### config.mk
export PLATFORM = sky130hd
export DESIGN_NAME = irq_src_ctrl
export DESIGN_NICKNAME = d
export VERILOG_FILES = /design/src/rtl/irq_src_pkg.sv /design/src/rtl/irq_prio_regs.sv /design/src/rtl/irq_pick.sv /design/src/rtl/irq_src_ctrl.sv
export SDC_FILE = /design/constraint.sdc
export NUM_CORES = 1
export LEC_CHECK = 0
export BUFFER_PORTS_ARGS = -buffer_cell sky130_fd_sc_hd__buf_2
export CAP_MARGIN = 10
export CELL_PAD_IN_SITES_DETAIL_PLACEMENT = 1
export CELL_PAD_IN_SITES_GLOBAL_PLACEMENT = 1
export CORE_MARGIN = 8
export CORE_UTILIZATION = 25
export CTS_CLUSTER_SIZE = 14
export DETAILED_ROUTE_END_ITERATION = 6
export PLACE_DENSITY_LB_ADDON = 0.1
export REMOVE_ABC_BUFFERS = 1
export SKIP_CTS_REPAIR_TIMING = 1
export SYNTH_ARGS = -nofsm -noshare
export SYNTH_HDL_FRONTEND = slang
export SYNTH_SLANG_ARGS = --single-unit
export TNS_END_PERCENT = 1
### constraint.sdc
create_clock -name clk -period 39.7 [get_ports clk]
set_input_delay 1.985 -clock clk [delete_from_list [all_inputs] [get_ports clk]]
set_output_delay 1.985 -clock clk [all_outputs]
set_load 0.1 [all_outputs]
### src/rtl/irq_src_pkg.sv
package irq_src_pkg;
    localparam int ARCH_PRIO_W = 8;
    localparam logic [ARCH_PRIO_W-1:0] PRIO_MASKED = 8'hFF;
    localparam int CFG_ADDR = 0;

    typedef enum logic [1:0] {
        OP_IDLE  = 2'd0,
        OP_READ  = 2'd1,
        OP_WRITE = 2'd2
    } bus_op_e;

    function automatic bus_op_e decode_op(input logic en, input logic we);
        if (!en) return OP_IDLE;
        return we ? OP_WRITE : OP_READ;
    endfunction
endpackage

### src/rtl/irq_prio_regs.sv
module irq_prio_regs
    import irq_src_pkg::*;
#(
    parameter int NUM_SRC   = 16,
    parameter int PRIO_BITS = 3,
    parameter int ADDR_W    = 8
) (
    input  logic                 clk,
    input  logic                 rst,
    input  logic                 bus_en,
    input  logic                 bus_we,
    input  logic [ADDR_W-1:0]    bus_addr,
    input  logic [31:0]          bus_wdata,
    output logic [31:0]          bus_rdata,
    output logic [PRIO_BITS-1:0] prio_q [NUM_SRC]
);
    localparam logic [PRIO_BITS-1:0] ALL1 = {PRIO_BITS{1'b1}};

    bus_op_e     op;
    logic [31:0] rd_d;

    assign op = decode_op(bus_en, bus_we);

    for (genvar g = 0; g < NUM_SRC; g++) begin : g_src
        always_ff @(posedge clk) begin
            if (rst)
                prio_q[g] <= ALL1;
            else if (op == OP_WRITE && bus_addr == ADDR_W'(g + 1))
                prio_q[g] <= bus_wdata[PRIO_BITS-1:0];
        end
    end

    always_comb begin
        rd_d = '0;
        if (bus_addr == ADDR_W'(CFG_ADDR))
            rd_d[7:0] = 8'(PRIO_BITS);
        for (int i = 0; i < NUM_SRC; i++) begin
            if (bus_addr == ADDR_W'(i + 1)) begin
                if (prio_q[i] == ALL1) rd_d[7:0] = PRIO_MASKED;
                else                   rd_d[PRIO_BITS-1:0] = prio_q[i];
            end
        end
    end

    always_ff @(posedge clk) begin
        if (rst)                 bus_rdata <= '0;
        else if (op == OP_READ)  bus_rdata <= rd_d;
    end
endmodule

### src/rtl/irq_pick.sv
module irq_pick #(
    parameter int NUM_SRC   = 16,
    parameter int PRIO_BITS = 3,
    parameter int SRC_W     = 4
) (
    input  logic [NUM_SRC-1:0]   src_in,
    input  logic [PRIO_BITS-1:0] prio_q [NUM_SRC],
    output logic                 found,
    output logic [SRC_W-1:0]     best_idx,
    output logic [PRIO_BITS-1:0] best_prio
);
    localparam logic [PRIO_BITS-1:0] ALL1 = {PRIO_BITS{1'b1}};

    always_comb begin
        found     = 1'b0;
        best_idx  = '0;
        best_prio = ALL1;
        for (int i = 0; i < NUM_SRC; i++) begin
            if (src_in[i] && prio_q[i] != ALL1 &&
                (!found || prio_q[i] < best_prio)) begin
                found     = 1'b1;
                best_idx  = SRC_W'(i);
                best_prio = prio_q[i];
            end
        end
    end
endmodule

### src/rtl/irq_src_ctrl.sv
module irq_src_ctrl
    import irq_src_pkg::*;
#(
    parameter int NUM_SRC   = 16,
    parameter int PRIO_BITS = 3,
    parameter int ADDR_W    = 8,
    localparam int SRC_W    = (NUM_SRC > 1) ? $clog2(NUM_SRC) : 1
) (
    input  logic                   clk,
    input  logic                   rst,
    input  logic                   bus_en,
    input  logic                   bus_we,
    input  logic [ADDR_W-1:0]      bus_addr,
    input  logic [31:0]            bus_wdata,
    output logic [31:0]            bus_rdata,
    input  logic [NUM_SRC-1:0]     src_in,
    output logic                   req_valid,
    output logic [SRC_W-1:0]       req_src,
    output logic [ARCH_PRIO_W-1:0] req_prio
);
    logic [PRIO_BITS-1:0]   prio_q [NUM_SRC];
    logic                   pick_found;
    logic [SRC_W-1:0]       pick_idx;
    logic [PRIO_BITS-1:0]   pick_prio;
    logic [ARCH_PRIO_W-1:0] prio_wide;

    irq_prio_regs #(.NUM_SRC(NUM_SRC), .PRIO_BITS(PRIO_BITS), .ADDR_W(ADDR_W)) u_regs (
        .clk(clk), .rst(rst), .bus_en(bus_en), .bus_we(bus_we),
        .bus_addr(bus_addr), .bus_wdata(bus_wdata), .bus_rdata(bus_rdata),
        .prio_q(prio_q)
    );

    irq_pick #(.NUM_SRC(NUM_SRC), .PRIO_BITS(PRIO_BITS), .SRC_W(SRC_W)) u_pick (
        .src_in(src_in), .prio_q(prio_q), .found(pick_found),
        .best_idx(pick_idx), .best_prio(pick_prio)
    );

    always_comb begin
        prio_wide = '0;
        prio_wide[PRIO_BITS-1:0] = pick_prio;
    end

    always_ff @(posedge clk) begin
        if (rst) begin
            req_valid <= 1'b0;
            req_src   <= '0;
            req_prio  <= '0;
        end else begin
            req_valid <= pick_found;
            req_src   <= pick_found ? pick_idx  : '0;
            req_prio  <= pick_found ? prio_wide : '0;
        end
    end
endmodule

Word level (Yosys, flattened, before mapping)

Index checks and enable logic that the tools add are counted.

Add/subtract/negate cells: 0
$mul: 0
Div/mod/pow operators: 0
$lt $le $gt $ge: 15
Equal/unequal tests: 50
Shift-type cells: 0
Mux-type cells: 98
Bitwise logic cells: 1
Reduce and logical (&&, ||, !) cells: 79

Operators by type and width:

| operator                                      | number |
|---|---|
| 2-to-1 mux 8 bit                              | 16 |
| 2-to-1 mux 3 bit                              | 36 |
| 2-to-1 mux 5 bit                              | 16 |
| == test 8 x 4 -> 1 bit, second input constant | 8 |
| == test 3 bit, second input constant          | 16 |
| != test 3 bit, second input constant          | 16 |
| logical AND 1 bit                             | 47 |
| < comparator 3 bit                            | 15 |
| == test 8 x 3 -> 1 bit, second input constant | 4 |
| 2-to-1 mux 4 bit                              | 8 |
| 2-to-1 mux 1 bit                              | 17 |
| == test 8 x 2 -> 1 bit, second input constant | 2 |
| zero test 1 bit                               | 15 |
| logical OR 1 bit                              | 15 |
| 2-to-1 mux 2 bit                              | 5 |
| == test 8 x 1 -> 1 bit, second input constant | 1 |
| == test 8 x 5 -> 1 bit, second input constant | 1 |
| zero test 8 bit                               | 1 |
| == test 2 x 1 -> 1 bit, second input constant | 1 |
| == test 2 bit, second input constant          | 1 |
| OR reduction 2 bit                            | 1 |
| NOT 1 bit                                     | 1 |

Flip-flop bits (word level): 69
Bits in latches: 0
Bits in writable memories: 0
ROM bits: 0
Input bits: 60
Output and inout port bits: 45
Word-level logic and storage cells: 264
Memories: 0

Logic depth before layout (Yosys ltp)

Gate-level depths: netlist of the first run.

Depth in word-level cells: 65
Depth in mapped cells: 106
Gate-level depth less buffers: 105

By module

Synthesis of the first run repeated with hierarchy kept, for this count alone.

Cells, all modules: 812
Area total of the unflattened synthesis: 5999.5 µm²

By module, submodules not included:

| module        | instances | cells an instance | area an instance (µm²) | seq. area each (µm²) |
|---|---|---|---|---|
| irq_prio_regs | 1         | 377               | 2984.1                 | 1041.0 |
| irq_pick      | 1         | 413               | 2746.4                 | 0.0 |
| irq_src_ctrl  | 1         | 22                | 269.0                  | 160.2 |

Least setup slack after synthesis of the first run

Ideal clock, no wire load.

Path type: input-to-reg
Start point: input port src_in[0]
End point: register req_prio[2]
Setup time: 0.124 ns
Data arrival time: 19.389 ns
Data required time: 39.576 ns
Setup slack: 20.187 ns
Stages: 100
Path buffers: 1
Cell sequence: buf_6 > inv_1 > nor2_1 > ha_1 > a31oi_1 > a21oi_2 > nor2_1 > mux2i_1 > inv_1 > ha_1 > and2_1 > nand4_4 > o21ai_1 > mux2i_1 > ha_1 > a31oi_1 > mux2i_1 > inv_1 > [... 64 more ...] > a21oi_1 > nand2_1 > a21o_1 > mux2_2 > inv_1 > ha_1 > o21a_1 > nor2_1 > o211ai_1 > o31a_4 > mux2i_2 > ha_1 > o21ai_0 > a21oi_1 > nor2_1 > a21oi_4 > o21ai_0 > a21oi_1

Word-level cells in the longest chain between the ends: 64
Elaborated cells on any way between the ends: 95
Classes of those cells: order compare (15); mux (32); bitwise (1); reduce/logical (47)

RTL lines:

| what                                                         | line               | text |
|---|---|---|
| start: declaration                                           | irq_src_ctrl.sv:16 | `input logic [NUM_SRC-1:0] src_in,` |
| logical AND 1 bit (*)                                        | irq_pick.sv:19     | `if (src_in[i] && prio_q[i] != ALL1 &&` |
| 2-to-1 mux 3 bit / 2-to-1 mux 1 bit (equally long branches)  | irq_pick.sv:19     |  |
| < comparator 3 bit / zero test 1 bit (equally long branches) | irq_pick.sv:20     | `(!found \|\| prio_q[i] < best_prio)) begin` |
| logical OR 1 bit                                             | irq_pick.sv:20     |  |
| logical AND 1 bit                                            | irq_pick.sv:19     |  |
| 2-to-1 mux 3 bit / 2-to-1 mux 1 bit (equally long branches)  | irq_pick.sv:19     |  |
| < comparator 3 bit / zero test 1 bit (equally long branches) | irq_pick.sv:20     |  |
| logical OR 1 bit                                             | irq_pick.sv:20     |  |
| [... 48 more ...]                                            | n/a                |  |
| logical AND 1 bit                                            | irq_pick.sv:19     |  |
| 2-to-1 mux 3 bit / 2-to-1 mux 1 bit (equally long branches)  | irq_pick.sv:19     |  |
| < comparator 3 bit / zero test 1 bit (equally long branches) | irq_pick.sv:20     |  |
| logical OR 1 bit                                             | irq_pick.sv:20     |  |
| logical AND 1 bit                                            | irq_pick.sv:19     |  |
| 2-to-1 mux 1 bit                                             | irq_pick.sv:19     |  |
| NOT 1 bit (no line)                                          | n/a                |  |
| OR reduction 2 bit (no line)                                 | n/a                |  |
| end signal: assignment                                       | irq_src_ctrl.sv:51 | `req_prio <= pick_found ? prio_wide : '0;` |
| end: declaration                                             | irq_src_ctrl.sv:19 | `output logic [ARCH_PRIO_W-1:0] req_prio` |

Mark *: on every way between the ends. The rest lies on a longest branch, timed or not.
A chain may end at the register's enable or synchronous reset.

Worst setup path in the final report of the first run

Start point: input port src_in[0]
End point: register req_src[2]

Word-level cells in the longest chain between the ends: 64
Elaborated cells on any way between the ends: 106
Classes of those cells: order compare (15); mux (43); bitwise (1); reduce/logical (47)

RTL lines:

| what                                                         | line               | text |
|---|---|---|
| logical AND 1 bit (*)                                        | irq_pick.sv:19     |  |
| 2-to-1 mux 3 bit / 2-to-1 mux 1 bit (equally long branches)  | irq_pick.sv:19     |  |
| < comparator 3 bit / zero test 1 bit (equally long branches) | irq_pick.sv:20     |  |
| logical OR 1 bit                                             | irq_pick.sv:20     |  |
| logical AND 1 bit                                            | irq_pick.sv:19     |  |
| 2-to-1 mux 3 bit / 2-to-1 mux 1 bit (equally long branches)  | irq_pick.sv:19     |  |
| < comparator 3 bit / zero test 1 bit (equally long branches) | irq_pick.sv:20     |  |
| logical OR 1 bit                                             | irq_pick.sv:20     |  |
| [... 48 more ...]                                            | n/a                |  |
| logical AND 1 bit                                            | irq_pick.sv:19     |  |
| 2-to-1 mux 3 bit / 2-to-1 mux 1 bit (equally long branches)  | irq_pick.sv:19     |  |
| < comparator 3 bit / zero test 1 bit (equally long branches) | irq_pick.sv:20     |  |
| logical OR 1 bit                                             | irq_pick.sv:20     |  |
| logical AND 1 bit                                            | irq_pick.sv:19     |  |
| 2-to-1 mux 1 bit                                             | irq_pick.sv:19     |  |
| NOT 1 bit (no line)                                          | n/a                |  |
| OR reduction 2 bit (no line)                                 | n/a                |  |
| end signal: assignment                                       | irq_src_ctrl.sv:50 | `req_src <= pick_found ? pick_idx : '0;` |
| end: declaration                                             | irq_src_ctrl.sv:18 | `output logic [SRC_W-1:0] req_src,` |

Marks and branches as above.

==> qor.yml, run 1 <==
worstMarginPinSlew_ps: 1140
ys_seq_area_share_pct: 21.4
synth_edf_count: 0
grt_max_degree: 34
max_freq_mhz: 43.2
dpl.hpwl_microns: 17300
syn-cell-area_sq_um: 5610
min_to: "u_regs.bus_rdata[2]$_SDFFE_PP0N_"
cell_internal_pwr_mw: 0.113
p_sw_share_pct: 31.5
cp_num_buf_inv: 10
critPathMaxStageDelay_ps: 580
insertion_delay_ps: 330
synth_top_flop_cell: "dfxtp_1"
grt_pass1_vias: 5934
rsz0062_at_grt: "no"
p_leak_nw: 2.93
postRouteAntennaNets: 0
syn_avg_cell_area_sq_um: 7.45
final_core_util_pct: 28.0
ios: 105
ir_drop_mv: 0.0116
drive_gt1_share_pct: 14.2
max_slew_margin_pct: 23.4
rr_worst_depth: 97
cts_tree: "built"
root_buffer: "clkbuf_16"
slowest_stage: "a2111oi_1"
cp_common_cell: "ha_1"
outcome: "finished, final reports clean"
skew_ps: 9.28
rr_startpoint: "u_regs.prio_q[47]$_SDFFE_PP1P_"
cts_buffers: 9
overflow: 0
synth.distinct_cells: 95
power_frac_seq_pct: 37.0
dr_total_vias: 5716
clock-sinks: 60
r2r-end: "req_src[2]$_SDFF_PP0_"
n_fill_cell: 2735
cts_max_path_buffers: 2
synth_top_area_share_pct: 21.4
antenna_found_initial: 0
rows: 55
drc: 0
synthTopCellsByArea: "dfxtp_1 (21%), nand2_1 (7.6%), nand3_1 (6.0%), mux2i_1 (5.2%), buf_4 (4.4%)"
start_util_pct: 25.1
start_kind: "primary input"
die_w_microns: 166
synth_common_cells: "nand2_1 (114), nand3_1 (67), dfxtp_1 (60)"
switching_power_mw: 0.0519
worstPathMaxFanout: 9
finalCriticalPeriod_ps: 23160
io_buffers: 46
clk_pin_slew_ps: 50
grt_pass1_wl_microns: 34100
finalSetupViolations: 0
end_kind: "register"
clockPowerShare_pct: 46.1
combPwrFrac_pct: 16.9
powerDensity_nw_per_um2: 26.4
drv_slew: 0
netlist_instances: 753
max_cap_violations: 0
synth.most_common_cell: "nand2_1"
fin_tns_setup_ps: 0
fin_crit_sh_pct: 58.3
cts_max_level: 3
drtIter0Drc: 288
crit_cells: 99
min_path_type: "register to register"
wl_per_cell_microns: 20.1
hp-start: "u_regs.bus_rdata[2]$_SDFFE_PP0N_"
synth_warnings: 0
place_congestion: 0.793
die_y_microns: 166
critPathKind: "primary input to register"
yosys.area.top_type: "dfxtp_1"
cp.required_ps: 39910
critPathTopFamily: "compound AO/OA/AOI/OAI gates"
async_flop_share_pct: 0
diodes: 0
ys_ff_latch: 60
hold_depth: 2
cp.arrival_ps: 23370
core-area_sq_um: 22400
avgViaCountPerCell: 5.34
grt_usage_pct: 15.4
nets: 860
routed_wl_microns: 21500
ff2ff_setup_slack_ps: 18040
dieArea_sq_um: 27500
drt_pass1_iterations: 4
synthToLayoutAreaGrowth_pct: 11.5
hold_violations: 0
-- worst register-to-register path, delay by kind of cell (launching register included) --
| family | cells | cell delay (ps) |
|---|---|---|
| AND/OR/NAND/NOR | 25 | 4580 |
| flip-flops | 1 | 440 |
| adder cells (fa/ha/maj) | 14 | 3450 |
| AO/OA/AOI/OAI | 39 | 9320 |
| multiplexers | 11 | 3190 |
| buffers and inverters | 8 | 540 |
-- cells in the final DEF, fill, tap and decap left out, types with 6 or more instances in the layout --
cell       count
a22oi_1        6
a31oi_1       11
o22ai_1        6
conb_1        29
clkbuf_16      9
and3_1         8
nor3_1        14
nand4_1        6
and2_1         8
a211oi_1       8
o211ai_1      21
inv_1         42
mux2i_1       29
nor2_1        46
nand2_1      114
nand3_1       67
nand2b_1      12
a21oi_1       31
ha_1          18
o21ai_0       34
a21o_1        14
mux2_2         6
nor2b_1       12
dfxtp_1       60
buf_2         46
o21ai_1        6
-- routing by layer --
layer,track usage (%),part of all wire [%],vias to the layer above
met3,1.74,2.1,12
met2,27.3,50,72
li1,-,-,2787
met4,3.72,0.81,0
met1,19.5,47,2845
met5,0,0,-
-- through the flow --
step                cells  area, sq um  hold slack [ps]  setup slack (ps)  power (mW)
finish               1071         6250              536             16540       0.165
global route         1071         6250              556             14710       0.170
CTS                  1071         6250              535             16400       0.167
detailed placement   1056         5960              528             16200      0.0901
global placement     1056         5960              521             16500      0.0900
floorplan             723         5360              481             20310      0.0827
-- flip-flops by register name, indices dropped and copies added (netlist names) --
name,cells
req_prio,3
req_src,4
req_valid,1
u_regs.bus_rdata,4
u_regs.prio_q,48
-- how the worst max path moves through the flow --
stage / from / end / slack [ps]
global placement: src_in[0] / req_prio[2]$_SDFF_PP0_ / 16500
CTS: src_in[0] / req_src[2]$_SDFF_PP0_ / 16400
global route: src_in[0] / req_prio[2]$_SDFF_PP0_ / 14710
floorplan: src_in[0] / req_prio[2]$_SDFF_PP0_ / 20310
detailed placement: src_in[0] / req_src[2]$_SDFF_PP0_ / 16200
finish: src_in[0] / req_src[2]$_SDFF_PP0_ / 16540
-- logic make-up (layout without fill, tap and decap cells) --
kind of cell / count (synthesis) / after routing / share of synthesized area (%)
multiplexers: 43 / 43 / 8.94
flip-flops: 60 / 60 / 21.4
AO/OA/AOI/OAI: 214 / 214 / 28.5
AND/OR/NAND/NOR: 317 / 317 / 28.0
buffers and inverters: 100 / 105 / 9.08
other: 1 / 29 / 0.0669
adder cells (fa/ha/maj): 18 / 18 / 4.02
-- power groups by stage --
stage | logic (mW) | clock network, mW | registers [mW]
global route | 0.0292 | 0.0798 | 0.0610
finish | 0.0279 | 0.0761 | 0.0610
detailed placement | 0.0278 | 0 | 0.0623
global placement | 0.0277 | 0 | 0.0623
CTS | 0.0279 | 0.0781 | 0.0610
floorplan | 0.0166 | 0 | 0.0660
-- cell type report --
type,instances,area [sq um],area share (%)
multi-input cells,621,4000,64.0
flip-flops and latches,60,1200,19.2
well taps,285,357,5.70
clock buffers,14,284,4.54
repair buffers,48,245,3.92
inverters,42,158,2.52
clock inverters,1,5.00,0.0800
(Power assumes the default switching activity.)
==> run 2, diff against run 1 <==
==> constraint.sdc (replaced) <==
create_clock -name clk -period 20.1 [get_ports clk]
set_input_delay 1.005 -clock clk [delete_from_list [all_inputs] [get_ports clk]]
set_output_delay 1.005 -clock clk [all_outputs]
set_load 0.1 [all_outputs]
==> run 2 against run 1 <==
Register-to-register slack worse by 17000 ps. Combinational power grew 100%. Clock skew decreased by 2.9 ps. Non-clock buffer count increased by 77. Sequential share of layout area decreased by 2.1 points. Highest routed layer unchanged.
==> qor.yml, run 2 (synthesis results as in run 1) <==
switching_power_mw: 0.104  # +100%
core-area_sq_um: 22400  # unchanged
drc: 0  # unchanged
cts_max_path_buffers: 2  # unchanged
synthToLayoutAreaGrowth_pct: 25.4
start_util_pct: 25.1  # unchanged
grt_pass1_wl_microns: 34900  # +2.5%
finalSetupViolations: 0  # unchanged
max_freq_mhz: 52.4
layout_commonest_cell: "nand2_1"
min_path_type: "register to register"
ir_drop_mv: 0.0233  # +100%
routed_wl_microns: 22300  # +3.7%
die_w_microns: 166  # unchanged
cts_max_level: 3  # unchanged
placed_cells: 1116  # +5.7%
power_frac_seq_pct: 37.8  # +0.8 points
root_buffer: "clkbuf_16"
io_buffers: 46  # unchanged
grt_max_degree: 50  # +47%
clock-sinks: 60  # unchanged
antenna_found_initial: 0  # unchanged
pre_cts_ws_ps: -431  # -16630 ps
combPwrFrac_pct: 17.7  # +0.8 points
holdWs_ps: 539  # +2.33 ps
hp-start: "u_regs.bus_rdata[2]$_SDFFE_PP0N_"
grt_usage_pct: 15.6  # +0.23 points
dieArea_sq_um: 27500  # unchanged
worstPathMaxFanout: 9  # unchanged
slowest_stage: "or4b_1"
cell_internal_pwr_mw: 0.214  # +90%
p_sw_share_pct: 32.7  # +1.3 points
avgViaCountPerCell: 5.27  # -1.3%
rows: 55  # unchanged
ff2ff_setup_slack_ps: 1520  # -16520 ps
cts_tree: "built"
p_leak_nw: 3.30  # +13%
drt_pass1_iterations: 4  # unchanged
rr_worst_depth: 102  # +5.2%
drtIter0Drc: 334  # +16%
grt_pass1_vias: 6209  # +4.6%
critPathMaxStageDelay_ps: 500  # -80 ps
critPathKind: "primary input to register"
min_to: "u_regs.bus_rdata[2]$_SDFFE_PP0N_"
outcome: "finished, final reports clean"
place_congestion: 0.822  # +3.6%
insertion_delay_ps: 330  # about the same
finalCriticalPeriod_ps: 19070
nets: 937  # +9.0%
hold_violations: 0  # unchanged
fin_crit_sh_pct: 94.9
clockPowerShare_pct: 44.5  # -1.6 points
top_register: "u_regs.prio_q"
die_y_microns: 166  # unchanged
diodes: 0  # unchanged
dr_total_vias: 6054  # +5.9%
max_cap_violations: 0  # unchanged
cp_common_cell: "ha_1"
layout_common_cells: "nand2_1 (114), buf_4 (79), nand3_1 (66)"
cp.required_ps: 20350  # -19560 ps
dpl.hpwl_microns: 17500  # +1.4%
max_slew_margin_pct: 28.7  # +5.3 points
rr_startpoint: "u_regs.prio_q[47]$_SDFFE_PP1P_"
drv_slew: 0  # unchanged
start_kind: "primary input"
fin_ws_ps: 1030  # -15510 ps
powerDensity_nw_per_um2: 45.4  # +72%
overflow: 0  # unchanged
hold_depth: 2  # unchanged
largest_registers: "u_regs.prio_q: 48 flops, req_src: 4 flops, u_regs.bus_rdata: 4 flops"
clk_pin_slew_ps: 50  # about the same
critPathTopFamily: "compound AO/OA/AOI/OAI gates"
fin_area_sq_um: 7030  # +12%
drive_gt1_share_pct: 25.6  # +11 points
fin_tns_setup_ps: 0  # unchanged
ios: 105  # unchanged
wl_per_cell_microns: 19.4  # -3.4%
postRouteAntennaNets: 0  # unchanged
skew_ps: 6.39  # -2.89 ps
cts_buffers: 9  # unchanged
fin_cells: 1149  # +7.3%
end_kind: "register"
cp.arrival_ps: 19320  # -4050 ps
worstMarginPinSlew_ps: 1060  # -78.4 ps
place_area_sq_um: 6410  # +7.6%
cp_num_buf_inv: 16  # +6
largest_register_ffs: 48  # unchanged
r2r-end: "req_prio[1]$_SDFF_PP0_"
[run 2: changes by cell type in the layout (fill, tap and decap cells not counted), moves of 3 or more]
| cell | previous run | this run |
|---|---|---|
| mux2i_4 | 0 | 3 |
| nor2_2 | 0 | 4 |
| o21ai_0 | 34 | 31 |
| clkbuf_8 | 4 | 1 |
| a21oi_1 | 31 | 28 |
| mux2i_1 | 29 | 23 |
| buf_4 | 2 | 79 |
| mux2i_2 | 2 | 5 |
| nor2_1 | 46 | 42 |
| a31oi_1 | 11 | 8 |
| a21oi_2 | 2 | 5 |
| o21ai_2 | 0 | 3 |
[run 2: cell type report]
| type | count | area (sq um) |
|---|---|---|
| Clock buffer | 12 | 246 |
| Clock inverter | 4 | 25.0 |
| Fill cell | 2734 | 15300 |
| Inverter | 42 | 158 |
| Multi-Input combinational cell | 621 | 4220 |
| Sequential cell | 60 | 1200 |
| Tap cell | 285 | 357 |
| Timing Repair Buffer | 125 | 826 |
[run 2: worst max-delay path by stage]
stage	slack [ps]	cells past startpoint	from	endpoint
after floorplan	1690	99	src_in[0]	req_prio[2]$_SDFF_PP0_
after global placement	-160	101	src_in[0]	req_src[2]$_SDFF_PP0_
after detailed placement	-430	101	src_in[0]	req_prio[2]$_SDFF_PP0_
after CTS	-200	101	src_in[0]	req_prio[2]$_SDFF_PP0_
after global routing	-120	105	src_in[0]	req_prio[1]$_SDFF_PP0_
final	1030	104	src_in[0]	req_prio[1]$_SDFF_PP0_
[run 2: per-layer routing]
layer | wire (microns) | track usage, %
met5 | 0 | 0
met4 | 408 | 4.51
met3 | 451 | 1.71
met2 | 11000 | 27.2
met1 | 10500 | 19.9
[run 2: per-stage QoR]
| step | util, % | power, mW |
|---|---|---|
| after floorplan | - | 0.163 |
| final | 31.4 | 0.319 |
| after global placement | 28.7 | 0.178 |
| after CTS | 29.9 | 0.321 |
| after detailed placement | 28.7 | 0.179 |
| after global routing | 31.4 | 0.331 |
[run 2: power by group through the flow]
| stage | Combinational [mW] | Clock, mW | Sequential (mW) |
|---|---|---|---|
| after floorplan | 0.0328 | 0 | 0.130 |
| after global placement | 0.0554 | 0 | 0.123 |
| after detailed placement | 0.0558 | 0 | 0.123 |
| after CTS | 0.0558 | 0.145 | 0.121 |
| after global routing | 0.0592 | 0.151 | 0.120 |
| final | 0.0564 | 0.142 | 0.121 |
[run 2: worst min-delay path, delay by kind of cell (launching register included)]
kind             cells  cell delay, ps
flip-flops           1             340
AND/OR/NAND/NOR      2             150
